`config.mk`:
```
export PLATFORM = sky130hd
export DESIGN_NAME = sdclk_pacer
export DESIGN_NICKNAME = d
export VERILOG_FILES = /design/src/rtl/sdclk_pacer.sv
export SDC_FILE = /design/constraint.sdc
export NUM_CORES = 1
export LEC_CHECK = 0
export CAP_MARGIN = 15
export CELL_PAD_IN_SITES_DETAIL_PLACEMENT = 1
export CELL_PAD_IN_SITES_GLOBAL_PLACEMENT = 1
export CORE_AREA = 2 2 39 41
export CTS_CLUSTER_DIAMETER = 100
export DETAILED_ROUTE_END_ITERATION = 10
export DIE_AREA = 0 0 41 43
export DONT_BUFFER_PORTS = 1
export PLACE_DENSITY = 0.74
export SYNTH_ARGS = -nofsm -noshare
export SYNTH_HDL_FRONTEND = slang
export SYNTH_SLANG_ARGS = --single-unit
```
`constraint.sdc`:
```
create_clock -name clk -period 5.45 [get_ports clk]
set_input_delay 1.3625 -clock clk [delete_from_list [all_inputs] [get_ports clk]]
set_output_delay 1.3625 -clock clk [all_outputs]
set_load 0.005 [all_outputs]
```
`src/rtl/sdclk_pacer.sv`:
```
module sdclk_pacer #(
  parameter int TAIL_LONG  = 8,
  parameter int TAIL_SHORT = 4,
  parameter int SLOW_DIV   = 8
) (
  input  logic clk,
  input  logic rst_n,
  input  logic tick,
  input  logic busy,
  input  logic idle_run,
  input  logic idle_slow,
  input  logic tail_long,
  output logic sck
);

  localparam int TW = $clog2(TAIL_LONG + 1);
  localparam int PW = (SLOW_DIV > 1) ? $clog2(SLOW_DIV) : 1;
  localparam logic [PW-1:0] PMAX = PW'(SLOW_DIV - 1);

  logic          busy_q;
  logic [TW-1:0] tail;
  logic [PW-1:0] presc;

  wire busy_fall = busy_q & ~busy;
  wire in_tail   = tail != '0;
  wire slow_idle = idle_run & idle_slow & ~busy & ~busy_q & ~in_tail;
  wire run       = busy | busy_q | in_tail | idle_run;
  wire step      = tick & (~slow_idle | (presc == PMAX));
  wire fall_step = step & sck;

  always_ff @(posedge clk or negedge rst_n)
    if (!rst_n) busy_q <= 1'b0;
    else        busy_q <= busy;

  always_ff @(posedge clk or negedge rst_n)
    if (!rst_n)                 tail <= '0;
    else if (busy)              tail <= '0;
    else if (busy_fall)         tail <= tail_long ? TW'(TAIL_LONG) : TW'(TAIL_SHORT);
    else if (fall_step && in_tail) tail <= tail - 1'b1;

  always_ff @(posedge clk or negedge rst_n)
    if (!rst_n)          presc <= '0;
    else if (!slow_idle) presc <= '0;
    else if (tick)       presc <= (presc == PMAX) ? '0 : presc + 1'b1;

  always_ff @(posedge clk or negedge rst_n)
    if (!rst_n)    sck <= 1'b0;
    else if (step) sck <= sck ? 1'b0 : run;

endmodule

```
==> impl_metrics.yaml <==
run_status:
  status: "finished, final reports clean"
floorplanning:
  dieHeight_microns: 43
  rows: 14
  core_region_area_sq_um: 1380
  ios: 8
  start_util_pct: 37.8
  fp.dieArea_sq_um: 1760
  die_w_microns: 41
finish:
  layout_common_cells: "9 x dfrtp_1, 4 x inv_1, 4 x a21oi_1, 4 x nor3_1"
  final_area_sq_um: 566
  antennaDiodeCount: 0
  areaGrowthSynthToFinish_pct: 8.13
  final_layout_size_suffix_gt1_share_pct: 8.93
  nNetsFinal: 67
  final_common_cell: "dfrtp_1"
  final_core_util_pct: 40.9
logic_synthesis:
  synthTopCellsByArea: "dfrtp_1 43%, ha_1 7.2%, a211oi_1 4.3%, a21oi_1 3.8%, mux2i_1 3.8%"
  yosysTopAreaCell: "dfrtp_1"
  syn_nets: 63
  syn_area_sq_um: 523
  synthMuxAreaShare_pct: 3.83
  synth_fa_ha_area_share_pct: 7.18
  synthSimpleGateAreaFrac_pct: 22.7
  postSynthAreaPerCell_sq_um: 9.87
  yosysTopAreaCellShare_pct: 43.1
  synth_cell_type_count: 25
  yosys_warnings: 0
  seq_area_frac_synth_pct: 43.1
  synth_top_family_by_area: "simple AND/OR/NAND/NOR gates"
  synth_xor_area_share_pct: 0
  synth_cells: 53
  synth-compound-area-share_pct: 19.6
  synth_seq_cells: 9
sta:
  drv_slew: 0
  fin_crit_sh_pct: 40.3
  max_slew_margin_pct: 73.2
  worst_pin_slew_ns: 0.391
  clock_skew_ns: 0.00139
  worst_slack_ns: 3.25
  grt_setup_unrepaired: "no"
  finalSetupTns_ns: 0
  setup_viol: 0
  min_period_ns: 2.20
  timing.fmax_mhz: 455
  hold_viol: 0
route:
  drt_iter0_drc: 1
  highest-signal-layer: "met4"
  vias_per_cell: 5.74
  firstDrtPassIters: 2
  route.antenna.remaining_nets: 0
  wirelength_mm: 1.21
  met2WireLength_microns: 573
  dr_wl_met3_microns: 43
  wl_per_cell_microns: 16.9
  drt_drc_violations_left: 0
  num_vias: 413
  wl_met1_microns: 563
pwr:
  vdd_drop_max_mv: 0.129
  power_leakage_nw: 0.239
  powerDensity_nw_per_um2: 284
  power.total_mw: 0.161
critical_path:
  arrival_ns: 2.39
  critPathRequiredTime_ns: 5.64
  start_kind: "input pin"
  critPathKind: "in -> reg"
  crit_fanout: 5
  critPathCaptureType: "flip-flop"
  rr_worst_depth: 5
clock_tree:
  h-tree-depth: 1
  cts_buffers: 3
  clk_latency_ns: 0.27
  cts_tree: "done"
  cts_hold_buf: 0
  cts-resized-gates: 0
  cts_setup_buffers: 0
  clk_path_buf_depth: 2
  cts-root-buf: "clkbuf_4"
  clock_sinks: 9
  path_clk_slew_ns: 0.06
global_routing:
  antenna_found_initial: 0
  grt_pass1_vias: 414
  grt_pass1_wl_mm: 1.91
  track_usage_pct: 17.0
  overflow: 0
  grt_max_degree: 10
place:
  dpl_cell_area_sq_um: 539
  finalWeightedCongestion: 0.758
  io_buffer_count: 0
  place_ws_ns: 2.97
  dp_hpwl_microns: 889
min_path:
  min_path_type: "reg -> reg"
  hold_depth: 2
flow_run:
  maxCapViolations: 0
-- Yosys cell counts --
master	n
a2111o_1	1
a2111oi_0	1
a211oi_1	3
a21oi_1	4
a311oi_1	2
and2_1	1
clkbuf_1	1
dfrtp_1	9
ha_1	3
inv_1	4
mux2i_1	2
nand2_1	3
nand2b_1	1
nand3_1	1
nand4bb_1	1
nor2_1	2
nor2b_1	1
nor3_1	4
nor3b_1	1
nor3b_2	1
o21ai_0	3
o21bai_1	1
or2_0	1
or3b_4	1
or4_1	1
-- registers in the layout, summed over array words and instances, names as in the netlist --
name,count
busy_q,1
presc,3
sck,1
tail,4
-- layer usage --
layer / vias to the layer above / global-route usage [%]
met5: - / 0
met4: 0 / 12.0
met2: 5 / 25.3
met3: 5 / 4.71
li1: 204 / -
met1: 199 / 19.8
-- worst max-delay path, stage by stage --
cell	delay (ns)
or2_0	0.28
or4_1	0.52
a211oi_1	0.22
-- final timing paths --
path / startpoint / endpoint / slack (ns)
max reg2reg: tail[0] / sck / 3.51
max: busy / sck / 3.25
min in group asynchronous: rst_n / tail[0] / 0.78
max in group asynchronous: rst_n / presc[2] / 4.61
min reg2reg: presc[2] / presc[2] / 0.60
min: presc[2] / presc[2] / 0.60
-- cell families (layout without fill, tap and decap cells) --
kind of cell | after synthesis | after routing
compound gates | 15 | 15
fa+ha+maj | 3 | 3
buf+inv | 5 | 8
flops | 9 | 9
mux | 2 | 2
simple gates | 19 | 19
-- report_power, final --
group | internal [mW] | switching, mW
logic | 0.0120 | 0.0138
registers | 0.0715 | 0.00760
clock network | 0.0284 | 0.0273
total | 0.112 | 0.0487
-- area by class of cell --
type                       count  area (sq um)
sequential                     9           225
multi-input combinational     39           279
fill                         165           818
clock buffer                   4          26.3
tap                           16          20.0
inverter                       4          15.0
-- through the flow --
step	cells	hold WS, ns
final	72	0.599
after global routing	72	0.620
after CTS	72	0.604
after detailed placement	68	0.589
after global placement	68	0.572
after floorplan	53	0.524
No activity file was read; power rests on OpenSTA's default activity.
